<file path="config.mk">
export PLATFORM = sky130hd
export DESIGN_NAME = rx_ring_writer
export DESIGN_NICKNAME = d
export VERILOG_FILES = /design/src/rtl/rx_ring_pkg.sv /design/src/rtl/rx_space_chk.sv /design/src/rtl/rx_wr_addr.sv /design/src/rtl/rx_ring_writer.sv
export SDC_FILE = /design/constraint.sdc
export NUM_CORES = 1
export LEC_CHECK = 0
export CELL_PAD_IN_SITES_DETAIL_PLACEMENT = 2
export CELL_PAD_IN_SITES_GLOBAL_PLACEMENT = 2
export CORE_ASPECT_RATIO = 2
export CORE_MARGIN = 2
export CORE_UTILIZATION = 41
export CTS_CLUSTER_DIAMETER = 200
export DETAILED_ROUTE_END_ITERATION = 12
export DONT_BUFFER_PORTS = 1
export HOLD_SLACK_MARGIN = 0.12
export PLACE_DENSITY = 0.95
export SYNTH_ARGS = -nofsm -noshare
export SYNTH_HDL_FRONTEND = slang
export SYNTH_HIERARCHICAL = 1
export SYNTH_SLANG_ARGS = --single-unit
</file>
<file path="constraint.sdc">
create_clock -name clk -period 10.2 [get_ports clk]
set_input_delay 1.02 -clock clk [delete_from_list [all_inputs] [get_ports clk]]
set_output_delay 1.02 -clock clk [all_outputs]
set_load 0.1 [all_outputs]
</file>
<file path="src/rtl/rx_ring_pkg.sv">
package rx_ring_pkg;
  localparam int PG_W      = 8;
  localparam int AW        = PG_W + 8;
  localparam int LEN_W     = 11;
  localparam int SL_W      = LEN_W + 1;
  localparam int MAX_FRAME = 1514;
  localparam int MIN_FRAME = 60;
  localparam int HDR_B     = 4;
  localparam int CRC_B     = 4;
  localparam logic [7:0] ST_GOOD = 8'h01;

  typedef logic [PG_W-1:0]        page_t;
  typedef logic [AW-1:0]          addr_t;
  typedef logic signed [AW+1:0]   room_t;
  typedef enum logic [1:0] {S_IDLE, S_HDR, S_DATA, S_PAD} wr_state_e;

  // free bytes between write page and boundary page
  function automatic room_t ring_room(page_t cur, page_t bnd, page_t rfirst, page_t rend);
    room_t c, b, span;
    c    = room_t'({cur, 8'h00});
    b    = room_t'({bnd, 8'h00});
    span = room_t'({rend - rfirst, 8'h00});
    if (c < b) return b - c;
    return span - (c - b);
  endfunction

  function automatic logic [SL_W-1:0] stored_len(logic [LEN_W-1:0] len, int min_len);
    logic [SL_W-1:0] l;
    l = (int'(len) < min_len) ? SL_W'(min_len) : SL_W'(len);
    return l + SL_W'(HDR_B);
  endfunction

  function automatic page_t next_page(page_t cur, logic [SL_W-1:0] slen, page_t rfirst, page_t rend);
    logic [SL_W-1:0] span;
    logic [PG_W:0]   np;
    span = slen + SL_W'(CRC_B + 255);
    np   = {1'b0, cur} + (PG_W+1)'(span >> 8);
    if (np >= {1'b0, rend}) np = np - {1'b0, rend - rfirst};
    return np[PG_W-1:0];
  endfunction
endpackage

</file>
<file path="src/rtl/rx_space_chk.sv">
module rx_space_chk import rx_ring_pkg::*; #(
  parameter int HEADROOM = MAX_FRAME + HDR_B
) (
  input  page_t cur,
  input  page_t bnd,
  input  page_t rfirst,
  input  page_t rend,
  input  logic  halted,
  output room_t room,
  output logic  fits
);
  assign room = ring_room(cur, bnd, rfirst, rend);
  assign fits = !halted && (room >= room_t'(HEADROOM));
endmodule

</file>
<file path="src/rtl/rx_wr_addr.sv">
module rx_wr_addr import rx_ring_pkg::*; (
  input  logic  clk,
  input  logic  rst_n,
  input  logic  load,
  input  addr_t load_addr,
  input  logic  step,
  input  page_t rfirst,
  input  page_t rend,
  output addr_t addr,
  output logic  wrap_evt
);
  addr_t inc;
  assign inc      = addr + 1'b1;
  assign wrap_evt = step && (inc == {rend, 8'h00});

  always_ff @(posedge clk) begin
    if (!rst_n)      addr <= '0;
    else if (load)   addr <= load_addr;
    else if (step)   addr <= wrap_evt ? {rfirst, 8'h00} : inc;
  end


  wrap_to_first_chk: assert property (@(posedge clk) disable iff (!rst_n)
    (wrap_evt && !load) |=> (addr == $past({rfirst, 8'h00})));

  step_inc_chk: assert property (@(posedge clk) disable iff (!rst_n)
    (step && !wrap_evt && !load) |=> (addr == $past(addr) + 1'b1));
endmodule

</file>
<file path="src/rtl/rx_ring_writer.sv">
module rx_ring_writer import rx_ring_pkg::*; #(
  parameter int MIN_LEN  = MIN_FRAME,
  parameter int HEADROOM = MAX_FRAME + HDR_B,
  parameter logic [PG_W-1:0] CUR_INIT = '0
) (
  input  logic             clk,
  input  logic             rst_n,
  input  logic             cmd_stop,
  input  logic [PG_W-1:0]  ring_first,
  input  logic [PG_W-1:0]  ring_end,
  input  logic [PG_W-1:0]  ring_bound,
  input  logic             cur_set,
  input  logic [PG_W-1:0]  cur_set_pg,
  input  logic             fr_start,
  input  logic [LEN_W-1:0] fr_len,
  output logic             rx_ready,
  input  logic             byte_valid,
  input  logic [7:0]       byte_data,
  output logic             byte_ready,
  output logic             mem_we,
  output logic [AW-1:0]    mem_addr,
  output logic [7:0]       mem_wdata,
  output logic [PG_W-1:0]  cur_pg,
  output logic             rx_done
);
  wr_state_e        st;
  logic [1:0]       hidx;
  logic [LEN_W-1:0] len_q, cnt;
  logic [SL_W-1:0]  slen_q;
  logic [15:0]      slen16;
  page_t            nxt_q, cur_q;
  logic             done_q;

  room_t room_w;
  logic  fits_w, wrap_w;
  logic  accept, take, last_hdr, pay_end, pad_end, finish, need_pad;
  logic [LEN_W-1:0] pad_min;

  rx_space_chk #(.HEADROOM(HEADROOM)) u_space (
    .cur(cur_q), .bnd(ring_bound), .rfirst(ring_first), .rend(ring_end),
    .halted(cmd_stop), .room(room_w), .fits(fits_w));

  rx_wr_addr u_addr (
    .clk(clk), .rst_n(rst_n), .load(accept), .load_addr({cur_q, 8'h00}),
    .step(mem_we), .rfirst(ring_first), .rend(ring_end),
    .addr(mem_addr), .wrap_evt(wrap_w));

  assign pad_min    = LEN_W'(MIN_LEN);
  assign rx_ready   = (st == S_IDLE) && fits_w;
  assign accept     = (st == S_IDLE) && fr_start && fits_w;
  assign byte_ready = (st == S_DATA);
  assign take       = byte_ready && byte_valid;
  assign last_hdr   = (st == S_HDR) && (hidx == 2'd3);
  assign need_pad   = (len_q < pad_min);
  assign pay_end    = take && (cnt + 1'b1 == len_q);
  assign pad_end    = (st == S_PAD) && (cnt + 1'b1 == pad_min);
  assign finish     = (pay_end && !need_pad) || pad_end;
  assign mem_we     = (st == S_HDR) || take || (st == S_PAD);
  assign slen16     = 16'(slen_q);
  assign cur_pg     = cur_q;
  assign rx_done    = done_q;

  always_comb begin
    mem_wdata = 8'h00;
    case (st)
      S_HDR: begin
        case (hidx)
          2'd0: mem_wdata = ST_GOOD;
          2'd1: mem_wdata = nxt_q;
          2'd2: mem_wdata = slen16[7:0];
          default: mem_wdata = slen16[15:8];
        endcase
      end
      S_DATA:  mem_wdata = byte_data;
      default: mem_wdata = 8'h00;
    endcase
  end

  always_ff @(posedge clk) begin
    if (!rst_n) begin
      st     <= S_IDLE;
      hidx   <= '0;
      len_q  <= '0;
      cnt    <= '0;
      slen_q <= '0;
      nxt_q  <= '0;
      cur_q  <= CUR_INIT;
      done_q <= 1'b0;
    end else begin
      done_q <= finish;
      case (st)
        S_IDLE: begin
          if (accept) begin
            len_q  <= fr_len;
            slen_q <= stored_len(fr_len, MIN_LEN);
            nxt_q  <= next_page(cur_q, stored_len(fr_len, MIN_LEN), ring_first, ring_end);
            hidx   <= '0;
            cnt    <= '0;
            st     <= S_HDR;
          end else if (cur_set) begin
            cur_q <= cur_set_pg;
          end
        end
        S_HDR: begin
          hidx <= hidx + 1'b1;
          if (last_hdr) st <= (len_q == '0) ? S_PAD : S_DATA;
        end
        S_DATA: begin
          if (take) begin
            cnt <= cnt + 1'b1;
            if (pay_end) st <= need_pad ? S_PAD : S_IDLE;
          end
        end
        S_PAD: begin
          cnt <= cnt + 1'b1;
          if (pad_end) st <= S_IDLE;
        end
        default: st <= S_IDLE;
      endcase
      if (finish) cur_q <= nxt_q;
    end
  end


  halt_blocks_ready_chk: assert property (@(posedge clk) disable iff (!rst_n)
    cmd_stop |-> !rx_ready);

  ready_has_room_chk: assert property (@(posedge clk) disable iff (!rst_n)
    rx_ready |-> (room_w >= room_t'(HEADROOM)));

  header_at_page_chk: assert property (@(posedge clk) disable iff (!rst_n)
    accept |=> (mem_we && mem_addr == {$past(cur_q), 8'h00} && mem_wdata == ST_GOOD));

  done_after_last_chk: assert property (@(posedge clk) disable iff (!rst_n)
    finish |=> (rx_done && cur_pg == $past(nxt_q)));

  done_single_chk: assert property (@(posedge clk) disable iff (!rst_n)
    rx_done |=> !rx_done);
endmodule

</file>
---- Yosys cells after proc, flatten, opt, wreduce, memory -nomap -nowiden ----
Index checks and enable logic that the tools add are counted.
storage, ports and cells
  bits of input ports ..................... 57
  flip-flop bits (word level) ............. 71
  word-level logic and storage cells ...... 98
  output and inout bits ................... 36
cells by class
  $add $sub $neg .......................... 11
  equal/unequal tests ..................... 15
  multiplexer cells ....................... 27
  reductions and logical operators ........ 29
  order comparisons ....................... 5
  bitwise gates (word level) .............. 1
operators by type and width
  operator                 number
  $mux W16                 3
  $mux W8                  5
  $mux W18                 2
  $sub A16 B16 Y17         2
  $mux W11                 3
  $pmux W11 S3             1
  $pmux W8 S3              1
  $lt A11 B6 Y1 const B    2
  $ge A18 B12 Y1 const B   1
  $sub A17 B18 Y18         1
  $add A16 B1 Y16 const B  1
  $eq A16 B16 Y1           1
  $lt A16 B16 Y1           1
  $pmux W8 S2              1
  $sub A8 B8 Y8            2
  $mux W2                  7
  $add A11 B3 Y12 const B  1
  $add A12 B9 Y12 const B  1
  $add A11 B1 Y11 const B  1
  $eq A11 B11 Y1           1
  $eq A11 B6 Y1 const B    1
  $logic_not A11 Y1        1
  $logic_and A1 B1 Y1      10
  $add A8 B4 Y9            1
  other kinds (19)         37

---- Longest topological paths before layout ----
  depth in word-level cells ............... 9
  mapped depth ............................ 24
  gate-level depth less buffers ........... 24

---- By module ----
Netlist, hierarchy kept.
modules (own cells, without submodules)
  module          instances  cells an instance  area each (µm²)  sequential area each (µm²)
  rx_ring_writer  1          557                4370.4           1101.1
  rx_wr_addr      1          222                1650.3           320.3
  rx_space_chk    1          225                1611.5           0.0

---- Worst setup path after synthesis ----
No wires, ideal clock.
  path type ............................... input port to flip-flop
  start point ............................. in fr_len[7]
  end point ............................... reg nxt_q[7]
  required time ........................... 10.131 ns
  buffers on the path ..................... 0
  data arrival time ....................... 5.764 ns
  library setup time ...................... 0.069 ns
  setup slack ............................. 4.367 ns
  stages .................................. 24
  path through ............................ or4_1 > nor2_1 > nor2_1 > inv_1 > ha_1 > nand4_1 > xnor2_1 > a31oi_1 > xor2_1 > ha_1 > a21o_1 > a21oi_1 > xnor2_1 > inv_1 > fa_1 > inv_1 > ha_1 > nand3_1 > o2111ai_1 > a21o_1 > a21oi_1 > xnor2_1 > a311o_1 > o21ai_1
on the way
  longest elaborated chain between the ends .. 7
  elaborated cells between the ends (all ways) .. 8
  those cells by class .................... add/sub: 4; order compare: 2; mux: 2
ends and longest elaborated chain
  what                                           line                  RTL
  start, declared                                rx_ring_writer.sv:15  input logic [LEN_W-1:0] fr_len,
  $lt A11 B6 Y1                                  rx_ring_pkg.sv:29     l = (int'(len) < min_len) ? SL_W'(min_len) : SL_W'(len);
  $mux W11 (*)                                   rx_ring_pkg.sv:29
  $add A11 B3 Y12 (*)                            rx_ring_pkg.sv:30     return l + SL_W'(HDR_B);
  $add A12 B9 Y12 (*)                            rx_ring_pkg.sv:36     span = slen + SL_W'(CRC_B + 255);
  $add A8 B4 Y9 (*)                              rx_ring_pkg.sv:37     np = {1'b0, cur} + (PG_W+1)'(span >> 8);
  $sub A8 B8 Y8 or $ge A9 B8 Y1 (tied branches)  rx_ring_pkg.sv:38     if (np >= {1'b0, rend}) np = np - {1'b0, rend - rfirst};
  $mux W8 (*)                                    rx_ring_pkg.sv:38
  end signal, assigned                           rx_ring_writer.sv:96  nxt_q <= next_page(cur_q, stored_len(fr_len, MIN_LEN), ring_first, ring_end);
  end, declared                                  rx_ring_writer.sv:31  page_t nxt_q, cur_q;
Mark *: on every way between the ends. The rest lies on a longest branch, timed or not.
A chain may end at the register's enable or synchronous reset.

---- Worst setup path after layout ----
  start point ............................. in ring_end[0]
  end point ............................... reg u_addr.addr[14]
on the way
  longest elaborated chain between the ends .. 7
  elaborated cells between the ends (all ways) .. 12
  those cells by class .................... add/sub: 2; order compare: 1; eq/ne: 1; mux: 4; reduce/logical: 4
ends and longest elaborated chain
  what                                            line                  RTL
  start, declared                                 rx_ring_writer.sv:10  input logic [PG_W-1:0] ring_end,
  $sub A8 B8 Y8 (*)                               rx_ring_pkg.sv:22     span = room_t'({rend - rfirst, 8'h00});
  $sub A17 B18 Y18 (*)                            rx_ring_pkg.sv:24     return span - (c - b);
  $mux W18 (*)                                    rx_ring_pkg.sv:24
  $ge A18 B12 Y1 (*)                              rx_space_chk.sv:13    assign fits = !halted && (room >= room_t'(HEADROOM));
  $logic_and A1 B1 Y1 (*)                         rx_space_chk.sv:13
  named net fits_w                                rx_ring_writer.sv:35  logic fits_w, wrap_w;
  $logic_and A1 B1 Y1 (*)                         rx_ring_writer.sv:50  assign accept = (st == S_IDLE) && fr_start && fits_w;
  $mux W16 or $reduce_bool A2 Y1 (tied branches)  n/a
  end signal, assigned                            rx_wr_addr.sv:18      else if (load) addr <= load_addr;
  end signal, assigned                            rx_wr_addr.sv:19      else if (step) addr <= wrap_evt ? {rfirst, 8'h00} : inc;
  end, declared                                   rx_wr_addr.sv:9       output addr_t addr,
Mark *: on every way through the listed nets, which the timed path passes. The rest lies on a longest branch. The select of a mux whose other input is x is not followed.

==> metrics <==
RR Endpoint=u_addr/addr[14]; final WL=30200 um; WP data required=10400 ps; drt initial violations=329; fin area=7840 um2; commonest non-fill, non-tap cell in the layout=a21oi_1; ANT cells=0; Util after Layout=44.5%; post-route setup slack=3160 ps; DRT antenna net count=0; TritonCTS buffer count=9; Final Skew=3.27 ps; Synth Instances=955; met3 global-route usage=4.82%; nets=1077; Row Count=69; Fin. Hold Viols=0; IO Pins=93; met2 Use GR=57.4%; setup violators final=0; global-route wire length before repair=47300 um; maximum vdd ir drop=120 uV; Clock Sinks=71; drt wl/cell=26.0 um; reg2reg setup slack=3360 ps; final RePlAce weighted congestion=0.841; Area Overhead vs Synth=7.15%; f_max=142 MHz; final worst path period need=7040 ps; CP Max Fanout=40; Filler Cells Inserted=2039; via/cell ratio=6.37; Critical Path End=u_addr/addr[14]; RSZ-0062 raised after global routing=no; GRT busiest layer=met2; Hold Crit Class=reg2reg; setup TNS=0 ps; Setup WS pre-CTS=3190 ps; die footprint=19000 um2; overall routing resource usage=31.8%; Worst-Margin Slew=1260 ps; met1 Use GR=36.4%; max cap viols=0; outcome=complete, no violations; worst-case reg-to-reg path depth=21; P_leak=3.12 nW; via count=7392; Post-CTS Setup Bufs=0; most frequent cells in the layout=a21oi_1 (89), inv_1 (78), dfxtp_1 (71), nand2_1 (67); reg-to-reg startpoint=cur_pg[3]; clk root buf=clkbuf_16; number of port buffers=0; CTS Hold Bufs=0; number of antenna violations at the first check in global routing=0; maximum clock path buffer count=2; DPL Wire Length=22600 um; Arr. time, crit path=7240 ps; Final Max Tran Viols=0; vias in the first global route=8374; share of cells above drive strength 1=8.02%; Clock transition at path regs=60 ps; Placed Cells incl. Taps=1145; Warnings, synthesis=6; critical path startpoint=ring_end[0]; CORE AREA=17600 um2; Tot Pwr=1.64 mW; Skew-Pair Late Insertion Delay=360 ps; TritonCTS clock tree=yes; starting density of the core=41.5%; startpoint types=input port; Die X=98.4 um; Syn Std Cell Area=7310 um2; Worst Setup End Kind=register; Syn Area/Cell=7.66 um2; DRT Pass-1 Iters=5; path type of the worst setup path=in2reg; Slew HR=15.7%; Post-route DRC=0; DIE HEIGHT=193 um; Finished Layout Cells=1161; final hold slack=481 ps; Pwr Density=210 nW/um2; number of H-tree levels=3; placed instance area=7540 um2; fin crit share=69.1%; post-CTS sizing=0; GRT overflow=0; largest net degree at the start of global routing=46
==> cell type report <==
cell class,instances,area (um2),area share [%]
Multi-Input combinational cell,759,5380,68.7
Sequential cell,71,1420,18.1
Inverter,80,300,3.83
Tap cell,213,267,3.40
Clock buffer,10,229,2.92
Timing Repair Buffer,22,165,2.11
Clock inverter,6,70.1,0.894
==> state kept, by name, indices dropped and copies added (netlist names) <==
signal and cells:
cnt 11, hidx 2, cur_pg 8, rx_done 1
nxt_q 8, u_addr/addr 16, st 2, slen_q 12
len_q 11
==> power breakdown <==
| group | leakage, nW | internal [mW] | switching, mW |
|---|---|---|---|
| clock | 0.135 | 0.191 | 0.145 |
| combinational | 2.40 | 0.301 | 0.640 |
| sequential | 0.577 | 0.312 | 0.0551 |
==> critical path: stages <==
cell       delay (ps)
inv_1              40
ha_1              140
inv_1              70
fa_1              430
a21o_1            190
a21oi_1           250
xnor2_1           120
ha_1              380
o21a_1            150
o31a_1            140
o311ai_0          560
o2bb2ai_1         280
and2_1            210
o21ai_0           120
a311oi_2          270
nand3_1           750
inv_2             880
buf_4             480
nor3_1            120
buf_4             220
or3b_1            210
o211ai_1          150
==> worst min-delay path by stage <==
stage / startpoint / end / slack (ps) / depth (start not counted)
global placement: slen_q[4] / slen_q[4] / 440 / 2
CTS: slen_q[4] / slen_q[4] / 480 / 2
finish: slen_q[4] / slen_q[4] / 480 / 2
detailed placement: slen_q[4] / slen_q[4] / 470 / 2
global route: slen_q[4] / slen_q[4] / 500 / 2
floorplan: slen_q[1] / slen_q[1] / 430 / 2
==> metal layers <==
| metal | up-vias | part of all wire [%] |
|---|---|---|
| met2 | 220 | 52 |
| met5 | - | 0 |
| li1 | 3368 | - |
| met3 | 72 | 4.6 |
| met4 | 0 | 4.2 |
| met1 | 3732 | 39 |
No activity file was read; power rests on OpenSTA's default activity.
